==> config.mk <==
export PLATFORM = sky130hd
export DESIGN_NAME = trim_prog_ctrl
export DESIGN_NICKNAME = d
export VERILOG_FILES = /design/src/rtl/trim_prog_pkg.sv /design/src/rtl/trim_evt_arb.sv /design/src/rtl/trim_code_ctr.sv /design/src/rtl/trim_seq_fsm.sv /design/src/rtl/trim_prog_ctrl.sv
export SDC_FILE = /design/constraint.sdc
export NUM_CORES = 1
export LEC_CHECK = 0
export BUFFER_PORTS_ARGS = -buffer_cell sky130_fd_sc_hd__buf_2
export CORE_MARGIN = 3
export CORE_UTILIZATION = 53
export DETAILED_ROUTE_END_ITERATION = 10
export PLACE_DENSITY = 0.77
export SLEW_MARGIN = 0
export SYNTH_ARGS = -nofsm -noshare
export SYNTH_HDL_FRONTEND = slang
export SYNTH_HIERARCHICAL = 1
export SYNTH_SLANG_ARGS = --single-unit
==> constraint.sdc <==
create_clock -name clk -period 2.9 [get_ports clk]
set_input_delay 0 -clock clk [delete_from_list [all_inputs] [get_ports clk]]
set_output_delay 0 -clock clk [all_outputs]
set_load 0.1 [all_outputs]
==> src/rtl/trim_prog_pkg.sv <==
package trim_prog_pkg;

  typedef enum logic [2:0] {
    ST_INIT  = 3'd0,
    ST_SEL   = 3'd1,
    ST_ADDR  = 3'd2,
    ST_BLOWN = 3'd3,
    ST_FAULT = 3'd4
  } trim_state_e;

  localparam int unsigned KEY_SENS = 1;
  localparam int unsigned KEY_OFS  = 2;

  // largest code of a w-bit field
  function automatic int unsigned field_max(int unsigned w);
    return (32'd1 << w) - 32'd1;
  endfunction

  // increment that stops at lim
  function automatic int unsigned sat_inc(int unsigned v, int unsigned lim);
    return (v >= lim) ? lim : v + 32'd1;
  endfunction

  // a code can be burned only if exactly one bit is set
  function automatic logic code_is_blowable(int unsigned v);
    return (v != 0) && ((v & (v - 32'd1)) == 0);
  endfunction

endpackage

==> src/rtl/trim_evt_arb.sv <==
module trim_evt_arb (
  input  logic clk,
  input  logic rst_n,
  input  logic mid_pulse,
  input  logic high_pulse,
  output logic mid_ok,
  output logic high_ok
);

  // a high strobe wins; a coincident mid strobe is dropped
  assign high_ok = high_pulse;
  assign mid_ok  = mid_pulse & ~high_pulse;


  evt_exclusive_chk: assert property (@(posedge clk) disable iff (!rst_n)
    !(mid_ok && high_ok));


  evt_mid_dropped_chk: assert property (@(posedge clk) disable iff (!rst_n)
    (mid_pulse && high_pulse) |-> !mid_ok);

endmodule

==> src/rtl/trim_code_ctr.sv <==
module trim_code_ctr
  import trim_prog_pkg::*;
#(
  parameter int KEY_W  = 2,
  parameter int CODE_W = 6,
  parameter int SENS_W = 6,
  parameter int OFS_W  = 5
) (
  input  logic              clk,
  input  logic              rst_n,
  input  logic              key_inc,
  input  logic              key_clr,
  input  logic              code_inc,
  output logic [KEY_W-1:0]  key_q,
  output logic [CODE_W-1:0] code_q
);

  localparam int unsigned KEY_LIM = field_max(KEY_W);

  logic [CODE_W-1:0] code_lim;

  always_comb begin
    if (32'(key_q) == KEY_SENS)     code_lim = CODE_W'(field_max(SENS_W));
    else if (32'(key_q) == KEY_OFS) code_lim = CODE_W'(field_max(OFS_W));
    else                            code_lim = '0;
  end

  always_ff @(posedge clk or negedge rst_n) begin
    if (!rst_n) begin
      key_q  <= '0;
      code_q <= '0;
    end else begin
      if (key_clr)      key_q <= '0;
      else if (key_inc) key_q <= KEY_W'(sat_inc(32'(key_q), KEY_LIM));
      if (code_inc)     code_q <= CODE_W'(sat_inc(32'(code_q), 32'(code_lim)));
    end
  end


  code_mono_chk: assert property (@(posedge clk) disable iff (!rst_n)
    1'b1 |=> code_q >= $past(code_q));


  code_sat_chk: assert property (@(posedge clk) disable iff (!rst_n)
    (code_inc && code_q == code_lim) |=> code_q == $past(code_q));


  key_sat_chk: assert property (@(posedge clk) disable iff (!rst_n)
    (key_inc && !key_clr && 32'(key_q) == KEY_LIM) |=> 32'(key_q) == KEY_LIM);

endmodule

==> src/rtl/trim_seq_fsm.sv <==
module trim_seq_fsm
  import trim_prog_pkg::*;
#(
  parameter int KEY_W  = 2,
  parameter int CODE_W = 6
) (
  input  logic              clk,
  input  logic              rst_n,
  input  logic              mid_ok,
  input  logic              high_ok,
  input  logic              locked,
  input  logic [KEY_W-1:0]  key_q,
  input  logic [CODE_W-1:0] code_q,
  output logic              key_inc,
  output logic              key_clr,
  output logic              code_inc,
  output trim_state_e       state_q,
  output logic              blow_req,
  output logic [CODE_W-1:0] blow_bit,
  output logic              err,
  output logic              pwr_cycle
);

  trim_state_e state_d;
  logic        key_valid;
  logic        blow_ok;
  logic        blow_bad;

  assign key_valid = (32'(key_q) == KEY_SENS) || (32'(key_q) == KEY_OFS);
  assign key_inc   = (state_q == ST_SEL)  && mid_ok;
  assign key_clr   = (state_q == ST_SEL)  && high_ok && !key_valid;
  assign code_inc  = (state_q == ST_ADDR) && mid_ok;
  assign blow_ok   = (state_q == ST_ADDR) && high_ok && !locked
                     && code_is_blowable(32'(code_q));
  assign blow_bad  = (state_q == ST_ADDR) && high_ok && !blow_ok;
  assign pwr_cycle = (state_q == ST_BLOWN) || (state_q == ST_FAULT);

  always_comb begin
    state_d = state_q;
    case (state_q)
      ST_INIT: if (high_ok) state_d = ST_SEL;
      ST_SEL:  if (high_ok) state_d = key_valid ? ST_ADDR : ST_INIT;
      ST_ADDR: if (high_ok) state_d = blow_ok ? ST_BLOWN : ST_FAULT;
      default: state_d = state_q;
    endcase
  end

  always_ff @(posedge clk or negedge rst_n) begin
    if (!rst_n) begin
      state_q  <= ST_INIT;
      blow_req <= 1'b0;
      blow_bit <= '0;
      err      <= 1'b0;
    end else begin
      state_q  <= state_d;
      blow_req <= blow_ok;
      blow_bit <= blow_ok ? code_q : '0;
      if (blow_bad) err <= 1'b1;
    end
  end


  lock_block_chk: assert property (@(posedge clk) disable iff (!rst_n)
    blow_req |-> !$past(locked));


  blow_onehot_chk: assert property (@(posedge clk) disable iff (!rst_n)
    blow_req |-> $countones(blow_bit) == 1);


  single_blow_chk: assert property (@(posedge clk) disable iff (!rst_n)
    blow_req |=> !blow_req);


  halt_sticky_chk: assert property (@(posedge clk) disable iff (!rst_n)
    pwr_cycle |=> pwr_cycle && $stable(state_q) && $stable(err));


  fault_no_blow_chk: assert property (@(posedge clk) disable iff (!rst_n)
    $rose(err) |-> !blow_req && state_q == ST_FAULT);

endmodule

==> src/rtl/trim_prog_ctrl.sv <==
module trim_prog_ctrl
  import trim_prog_pkg::*;
#(
  parameter int KEY_W  = 2,
  parameter int SENS_W = 6,
  parameter int OFS_W  = 5,
  parameter int CODE_W = (SENS_W > OFS_W) ? SENS_W : OFS_W
) (
  input  logic              clk,
  input  logic              rst_n,
  input  logic              mid_pulse,
  input  logic              high_pulse,
  input  logic              lock_in,
  output logic [KEY_W-1:0]  key_o,
  output logic [CODE_W-1:0] code_o,
  output logic              blow_req_o,
  output logic [CODE_W-1:0] blow_bit_o,
  output logic              pwr_cycle_o,
  output logic              err_o,
  output logic [2:0]        state_o
);

  logic        mid_ok, high_ok;
  logic        key_inc, key_clr, code_inc;
  trim_state_e state_q;

  trim_evt_arb u_arb (
    .clk        (clk),
    .rst_n      (rst_n),
    .mid_pulse  (mid_pulse),
    .high_pulse (high_pulse),
    .mid_ok     (mid_ok),
    .high_ok    (high_ok)
  );

  trim_code_ctr #(
    .KEY_W (KEY_W), .CODE_W (CODE_W), .SENS_W (SENS_W), .OFS_W (OFS_W)
  ) u_ctr (
    .clk      (clk),
    .rst_n    (rst_n),
    .key_inc  (key_inc),
    .key_clr  (key_clr),
    .code_inc (code_inc),
    .key_q    (key_o),
    .code_q   (code_o)
  );

  trim_seq_fsm #(
    .KEY_W (KEY_W), .CODE_W (CODE_W)
  ) u_fsm (
    .clk       (clk),
    .rst_n     (rst_n),
    .mid_ok    (mid_ok),
    .high_ok   (high_ok),
    .locked    (lock_in),
    .key_q     (key_o),
    .code_q    (code_o),
    .key_inc   (key_inc),
    .key_clr   (key_clr),
    .code_inc  (code_inc),
    .state_q   (state_q),
    .blow_req  (blow_req_o),
    .blow_bit  (blow_bit_o),
    .err       (err_o),
    .pwr_cycle (pwr_cycle_o)
  );

  assign state_o = state_q;


  frozen_when_done_chk: assert property (@(posedge clk) disable iff (!rst_n)
    pwr_cycle_o |=> $stable(code_o) && $stable(key_o));

endmodule

== Word-level counts from Yosys, hierarchy flattened ==
Index checks and enable logic that the tools add are counted.

* Register bits: 19
* Bits of input ports: 5
* Output and inout port bits: 20
* Logic and storage cells: 56

* Add/sub/neg operators: 3
* Order comparisons: 2
* Equal/unequal tests: 9
* Multiplexer cells: 13
* Bitwise logic cells: 3
* Reduce and logical (&&, ||, !) cells: 20

{| class="wikitable"
|+ Operators by type and width
! operator !! number
|-
| 6-bit by 32-bit AND with 32-bit output || 1
|-
| 32-bit zero test || 1
|-
| 6-bit two-way mux || 3
|-
| 3-bit two-way mux || 4
|-
| 1-bit logical AND || 9
|-
| 3-bit one-hot mux with 3 select lines || 1
|-
| 2-bit two-way mux || 4
|-
| 6-bit by 1-bit subtractor with 7-bit output, second input constant || 1
|-
| 6-bit by 1-bit adder with 6-bit output, second input constant || 1
|-
| 3-bit by 2-bit equality test with 1-bit output, second input constant || 2
|-
| 6-bit >= comparator || 1
|-
| 2-bit inequality test, second input constant || 3
|-
| 6-bit nonzero test || 1
|-
| 5-bit two-way mux || 1
|-
| 4-bit AND reduction || 1
|-
| 3-bit by 1-bit equality test with 1-bit output, second input constant || 1
|-
| 3-bit equality test, second input constant || 1
|-
| 1-bit zero test || 3
|-
| 3-bit zero test || 1
|-
| 3-bit nonzero test || 1
|-
| 2-bit by 1-bit adder with 2-bit output, second input constant || 1
|-
| 2-bit by 1-bit equality test with 1-bit output, second input constant || 1
|-
| 2-bit equality test, second input constant || 1
|-
| 2-bit >= comparator, second input constant || 1
|-
| other kinds (4) || 5
|}

== Logic depth before layout (Yosys ltp) ==
Gate-level depths: netlist (run 1).

* Depth in word-level cells: 8
* Depth in mapped cells: 9
* Depth with buffers taken out: 9

== Cells and area by module ==
The synthesis (run 1) kept the hierarchy.

{| class="wikitable"
|+ Modules (own cells, without submodules)
! module !! instances !! cells each !! area each (µm²) !! sequential area each (µm²)
|-
| trim_code_ctr || 1 || 68 || 624.3 || 200.2
|-
| trim_seq_fsm || 1 || 44 || 505.5 || 275.3
|-
| trim_evt_arb || 1 || 2 || 21.3 || 0.0
|}

== Worst setup path before layout (run 1) ==
Ideal clock, no wire load.

* Path type: reg-to-output
* Start: register u_fsm.state_q[1]
* End: output port pwr_cycle_o
* Arrival time: 3.242 ns
* Data required time: 2.900 ns
* Path slack: -0.342 ns
* Stages on the path, launching flop included: 3
* Buffers on the path: 0
* Cells stage by stage: dfrtp_1 nand2_1 o21ai_0

* Longest elaborated chain between the ends: 2
* Elaborated cells between the ends (all ways): 3
* Those cells by class: eq/ne (2); reduce/logical (1)

{| class="wikitable"
|+ Ends and longest elaborated chain
! item !! line !! source
|-
| from (decl) || trim_seq_fsm.sv:17 || <nowiki>output trim_state_e state_q,</nowiki>
|-
| from (signal assigned) || trim_seq_fsm.sv:55 || <nowiki>state_q <= state_d;</nowiki>
|-
| 3-bit by 2-bit equality test with 1-bit output or 3-bit equality test (tied branches) || trim_seq_fsm.sv:36 || <nowiki>assign pwr_cycle = (state_q == ST_BLOWN) || (state_q == ST_FAULT);</nowiki>
|-
| 1-bit logical OR (*) || trim_seq_fsm.sv:36 ||
|-
| to (decl) || trim_prog_ctrl.sv:18 || <nowiki>output logic pwr_cycle_o,</nowiki>
|}

Mark *: on every way between the ends. The rest lies on a longest branch, timed or not.

== Final worst setup path (run 1) ==
* Start: register u_ctr.key_q[0]
* End: register u_ctr.code_q[5]

* Longest elaborated chain between the ends: 5
* Elaborated cells between the ends (all ways): 6
* Those cells by class: order compare (1); eq/ne (2); mux (3)

{| class="wikitable"
|+ Ends and longest elaborated chain
! item !! line !! source
|-
| from (decl) || trim_code_ctr.sv:14 || <nowiki>output logic [KEY_W-1:0] key_q,</nowiki>
|-
| from (signal assigned) || trim_code_ctr.sv:34 || <nowiki>else if (key_inc) key_q <= KEY_W'(sat_inc(32'(key_q), KEY_LIM));</nowiki>
|-
| 2-bit equality test || trim_code_ctr.sv:24 || <nowiki>else if (32'(key_q) == KEY_OFS) code_lim = CODE_W'(field_max(OFS_W));</nowiki>
|-
| 5-bit two-way mux || trim_code_ctr.sv:24 ||
|-
| 6-bit two-way mux (*) || trim_code_ctr.sv:23 || <nowiki>if (32'(key_q) == KEY_SENS) code_lim = CODE_W'(field_max(SENS_W));</nowiki>
|-
| 6-bit >= comparator || trim_prog_pkg.sv:21 || <nowiki>return (v >= lim) ? lim : v + 32'd1;</nowiki>
|-
| 6-bit two-way mux (*) || trim_prog_pkg.sv:21 ||
|-
| to (signal assigned) || trim_code_ctr.sv:35 || <nowiki>if (code_inc) code_q <= CODE_W'(sat_inc(32'(code_q), 32'(code_lim)));</nowiki>
|-
| to (decl) || trim_code_ctr.sv:15 || <nowiki>output logic [CODE_W-1:0] code_q</nowiki>
|}

Marked as above.
A chain may end at the register's enable or synchronous reset.

==> reports/results.txt, run 1 <==
Root Buffer: clkbuf_4
Period utilization: 83.33%
Final Max Tran Viols: 0
Worst R2R End: u_ctr/code_q[5]$_DFFE_PN0P_
Outcome: complete, no violations
Hpwl dp: 1746 um
Num Clock Sinks: 19
Post-synth top flop: dfrtp_1
Sequential-to-total area share from yosys stat: 41.30%
Asr flop ratio synth: 100.0%
H-tree depth: 1
Post-layout minimum cycle time: 2.417 ns
Critical Path End Type: flip-flop
Headroom to the max-slew limit: 54.47%
GPL Wtd Cong: 0.8215
Synthesized cell area: 1151 um^2
IO Port Bufs: 24
Req. time, crit path: 3.09 ns
Final hold viol count: 0
Crit-path cells: inv_1 > ha_1 > inv_1 > ha_1 > a21oi_1 > o2111ai_1 > nand3_2 > mux2i_1 > a2bb2oi_1
Die X-Extent: 52.61 um
Layout area overhead: 16.41%
Final Skew: 0.0007115 ns
Met3 WL: 101 um
Clk_lat worst skew: 0.29 ns
#FFs+latches synth: 19
Slew @ Worst Pin: 0.6738 ns
FF/Latch Area: 475.5 um^2
Largest stage delay on the critical path: 0.43 ns
Largest net degree at the start of global routing: 20
Initial Util: 57.50%
Synth area leader: dfrtp_1
Site Rows: 16
ANT cells: 0
Fillers: 159
CP arrival: 2.61 ns
Synth warn: 6
Reg2Reg Launch Point: u_ctr/key_q[0]$_DFFE_PN0P_
Max cap viols: 0
Final wirelength: 2390 um
Top sig layer: met4
RSZ-0062 raised after global routing: false
Vias in the first global route: 869
Nets: 156
I/O pin cnt: 25
WP buf/inv: 2
Total global routing overflow: 0
Routed Antenna Nets: 0
Post-synth top area share: 41.30%
Num CTS Buffers: 3
Drt initial violations: 24
Total negative slack: 0 ns
Die height: 52.61 um
Number of synthesized flops with an enable pin: 0
CP startpoint: u_ctr/key_q[0]$_DFFE_PN0P_
Critical path class: flip-flop to flip-flop
Syn_nets: 127
Post-CTS Repair Setup Buffers: 0
First-pass GRT wire length: 3884 um
Final Setup Violations: 0
GRT Total Usage: 19.14%
Wire length per cell: 14.14 um
Antenna violations before repair: 0
Total number of vias: 968
Reg2Reg Setup Slack: 0.48 ns
Crit path max fanout: 10
CP top delay family: adder cells
Syn Area/Cell: 10.10 um^2
Worst min path class: primary input to async pin
Worst r2r path cells: 9
Clock Tree Buf Depth: 2
Worst Setup Start Kind: flip-flop
Share of layout cells above drive strength 1: 26.06%
Mapped Cells: 114
DRC errors left: 0
Core area: 2002 um^2
First-pass DRT Iterations: 4
Post-DR vias/cell: 5.728
Footprint of the multi-input gates: 629.4 um^2
Area contributors post-synth: dfrtp_1 (41%), ha_1 (8.7%), and2_1 (3.3%), nor2_1 (3.3%), inv_1 (2.9%)
Die area: 2767 um^2
Fmax: 413.8 MHz
CTS tree: built
Reg clk slew, reported paths: 0.11 ns
Met1 WL: 1018 um
Synth cell types: 43
Critical-path top delay cell: dfrtp_1
Routed length on met2: 1252 um
[area by class of cell]
class | count | share of cell area, %
flip-flops and latches | 19 | 35.48
repair buffers | 26 | 10.27
inverters | 9 | 2.521
clock inverters | 1 | 0.5602
well taps | 27 | 2.521
multi-input cells | 84 | 46.97
clock buffers | 3 | 1.681
[synthesized netlist by cell type (2+ instances only)]
cell type	count
ha_1	8
and3_1	2
xor2_1	2
nor2_1	10
nand3_1	2
and2_1	6
a2bb2oi_1	2
dfrtp_1	19
a2111oi_0	2
nand4_1	2
o221ai_1	2
nand2_1	5
o21ai_0	4
nand3b_1	2
nor2b_1	2
mux2i_1	3
a21oi_1	2
a211oi_1	2
o21bai_1	2
o211ai_1	2
a31oi_1	3
inv_1	9
[placed cells by master (no fill, tap or decap), drive strengths merged, types with 3 or more instances in the layout]
cell,count
buf,25
dfrtp,19
nor2,11
inv,9
ha,8
and2,6
nand2,5
o21ai,4
clkbuf,3
a31oi,3
mux2i,3
o211ai,3
nand3,3
nor2b,3
[through the flow]
stage / hold WS, ns / cells / worst slack, ns / instance area [um^2] / util (%)
global route: 0.1793 / 169 / 0.2838 / 1340 / 66.94
floorplan: -0.2956 / 114 / 0.09036 / 1151 / -
finish: 0.1531 / 169 / 0.4833 / 1340 / 66.94
detailed placement: -0.04059 / 164 / 0.5291 / 1300 / 64.94
CTS: 0.1630 / 169 / 0.4980 / 1340 / 66.94
global placement: -0.05247 / 164 / 0.6573 / 1300 / 64.94
[state kept, by name, indices dropped and copies added (netlist names)]
name / cells
u_fsm/blow_bit: 6
u_ctr/code_q: 6
u_fsm/err: 1
u_fsm/state_q: 3
u_ctr/key_q: 2
u_fsm/blow_req: 1
[layer usage]
metal	GRT usage [%]	vias to the layer above
li1	-	479
met1	22.50	466
met2	35.12	21
met3	2.564	2
met4	6.383	0
met5	0	-
[timing repair]
action	CTS	global route
endpoints found under the hold margin	19	0
hold buffers	1	0
gates resized for setup	0	0
[logic make-up (layout without fill, tap and decap cells)]
family | count (synthesis) | in the layout | synth area share, %
mux | 3 | 3 | 2.609
fa+ha+maj | 8 | 8 | 8.696
flops | 19 | 19 | 41.30
compound gates | 30 | 30 | 19.78
xor+xnor | 2 | 2 | 1.522
simple gates | 41 | 41 | 22.07
buf+inv | 11 | 39 | 4.021
[how the worst max path moves through the flow]
| stage | to | slack [ns] | depth (start not counted) |
|---|---|---|---|
| floorplan | u_ctr/code_q[5]$_DFFE_PN0P_ | 0.09 | 9 |
| global placement | u_ctr/code_q[5]$_DFFE_PN0P_ | 0.66 | 9 |
| detailed placement | u_ctr/code_q[2]$_DFFE_PN0P_ | 0.53 | 9 |
| CTS | u_ctr/code_q[2]$_DFFE_PN0P_ | 0.50 | 9 |
| global route | u_ctr/code_q[5]$_DFFE_PN0P_ | 0.28 | 9 |
| finish | u_ctr/code_q[5]$_DFFE_PN0P_ | 0.48 | 9 |
[worst reg2reg max path: stages, from the launching register on]
cell       delay (ns)
dfrtp_1          0.43
inv_1            0.06
ha_1             0.43
inv_1            0.13
ha_1             0.32
a21oi_1          0.25
o2111ai_1        0.17
nand3_2          0.22
mux2i_1          0.22
a2bb2oi_1        0.08
Power of run 1 is left out: the tool's default activity adds up to more than one toggle a clock period on the data nets, which glitch-free logic cannot reach.
==> run 2, diff against run 1 <==
Clock period 2.9 ns to 2.3 ns, I/O delays scaled along.
==> run 2 against run 1 <==
  * Flip-flop and latch count is the same
  * Maximum frequency increased by 6.1%
  * First-iteration DRC count is 50% lower
  * Critical path depth stayed put
  * Via count grew 2.9%
  * Register-to-register slack lost 0.46 ns
  * Cell area grew 6.9%
  * Largest cell class unchanged
==> reports/results.txt, run 2 (synthesis gave the netlist of run 1 again) <==
Total number of vias: 996 (+2.9%)
Fillers: 165 (+3.8%)
First-pass DRT Iterations: 4 (unchanged)
Top Registers: u_ctr/code_q: 6 flops, u_fsm/blow_bit: 6 flops, u_fsm/state_q: 3 flops
Final Setup Violations: 0 (unchanged)
Share of layout cells above drive strength 1: 36.30% (+10 points)
Worst min path class: primary input to async pin
Total global routing overflow: 0 (unchanged)
Clk_lat worst skew: 0.29 ns (about the same)
Antenna violations before repair: 0 (unchanged)
Period utilization: 99.08% (+16 points)
Post-layout minimum cycle time: 2.279 ns (-0.1379 ns)
Wire length per cell: 14.70 um (+3.9%)
DRC errors left: 0 (unchanged)
Core area: 2002 um^2 (unchanged)
Max cap viols: 0 (unchanged)
Post-DR vias/cell: 5.757 (+0.51%)
Clock Tree Buf Depth: 2 (unchanged)
Headroom to the max-slew limit: 59.03% (+4.6 points)
Fin util: 71.56% (+4.6 points)
IO Port Bufs: 24 (unchanged)
GPL Wtd Cong: 0.8633 (+5.1%)
Critical path class: flip-flop to flip-flop
Commonest non-fill, non-tap cells in the layout: buf_2 (24), dfrtp_1 (16), nor2_1 (10)
Root Buffer: clkbuf_4
First-pass GRT wire length: 3870 um (-0.36%)
Num CTS Buffers: 3 (unchanged)
Layout area overhead: 24.46%
Final Max Tran Viols: 0 (unchanged)
Slew @ Worst Pin: 0.6063 ns (-0.06751 ns)
Critical Path End Type: flip-flop
Final Skew: 0.002934 ns (+0.002223 ns)
Die height: 52.61 um (unchanged)
Outcome: complete, no violations
Nets: 160 (+2.6%)
Drt initial violations: 12 (-50%)
CP arrival: 2.49 ns (-0.12 ns)
Req. time, crit path: 2.52 ns (-0.57 ns)
Die X-Extent: 52.61 um (unchanged)
Die area: 2767 um^2 (unchanged)
Routed Antenna Nets: 0 (unchanged)
Final hold viol count: 0 (unchanged)
I/O pin cnt: 25 (unchanged)
Crit path max fanout: 7 (-3)
Largest net degree at the start of global routing: 20 (unchanged)
ANT cells: 0 (unchanged)
Leading cell type in the layout, fill and taps excluded: buf_2
Reg clk slew, reported paths: 0.11 ns (about the same)
Num Clock Sinks: 19 (unchanged)
Site Rows: 16 (unchanged)
Hpwl dp: 1726 um (-1.1%)
GRT Total Usage: 18.72% (-0.41 points)
H-tree depth: 1 (unchanged)
Fmax: 438.8 MHz (+6.1%)
Initial Util: 57.50% (unchanged)
Vias in the first global route: 913 (+5.1%)
CTS tree: built
Worst Setup Start Kind: flip-flop
Final wirelength: 2543 um (+6.4%)
## run 2: area by class of cell
cell class	count	area (um^2)	share of cell area, %
Clock inverter	1	5.005	0.3493
Sequential cell	19	484.2	33.80
Tap cell	27	33.78	2.358
Multi-Input combinational cell	85	690.7	48.21
Timing Repair Buffer	29	160.2	11.18
Inverter	9	36.28	2.533
Clock buffer	3	22.52	1.572
## run 2: metal layers
metal | part of all wire, % | track usage [%] | up-vias
li1 | - | - | 486
met1 | 42 | 21.42 | 474
met2 | 52 | 34.92 | 31
met3 | 4.5 | 2.279 | 5
met4 | 1.9 | 6.809 | 0
met5 | 0 | 0 | -
## run 2: path summary, 6_finish.rpt
| kind | slack [ns] | cells past startpoint | from | endpoint |
|---|---|---|---|---|
| max reg2reg | 0.02 | 9 | u_ctr/key_q[1]$_DFFE_PN0P_ | u_ctr/code_q[5]$_DFFE_PN0P_ |
| min in group clk | 0.21 | 5 | high_pulse | u_ctr/key_q[1]$_DFFE_PN0P_ |
| max in group asynchronous | 1.80 | 2 | rst_n | u_ctr/key_q[1]$_DFFE_PN0P_ |
| min reg2reg | 0.49 | 1 | u_fsm/err$_DFFE_PN0P_ | u_fsm/err$_DFFE_PN0P_ |
| max | 0.02 | 9 | u_ctr/key_q[1]$_DFFE_PN0P_ | u_ctr/code_q[5]$_DFFE_PN0P_ |
| min | 0.18 | 2 | rst_n | u_fsm/blow_bit[5]$_DFF_PN0_ |
## run 2: per-stage QoR
step	instances	hold slack (ns)	setup slack (ns)	instance area [um^2]	TNS [ns]
3_5_place_dp	164	-0.04156	0.1073	1329	0
2_1_floorplan	114	-0.2956	0.01760	1180	0
6_report	173	0.1781	0.02118	1433	0
4_1_cts	169	0.1645	0.07334	1366	0
3_3_place_gp	164	-0.04590	0.1693	1329	0
5_1_grt	173	0.2072	-0.06075	1433	-0.1400
## run 2: what timing repair did
action | 4_1_cts | 5_1_grt
setup buffers | 0 | 3
gates resized for setup | 0 | 6
endpoints found under the setup margin | 0 | 5
hold buffers | 1 | 0
hold endpoints to repair | 19 | 0
## run 2: worst max-delay path: stages (launching register included)
cell	delay, ns
dfrtp_4	0.44
inv_2	0.05
ha_4	0.31
inv_4	0.06
ha_4	0.27
o211ai_2	0.11
o211ai_1	0.38
nand3_2	0.21
a21boi_1	0.19
a2bb2oi_1	0.17
Power of run 2 is left out for the same reason.
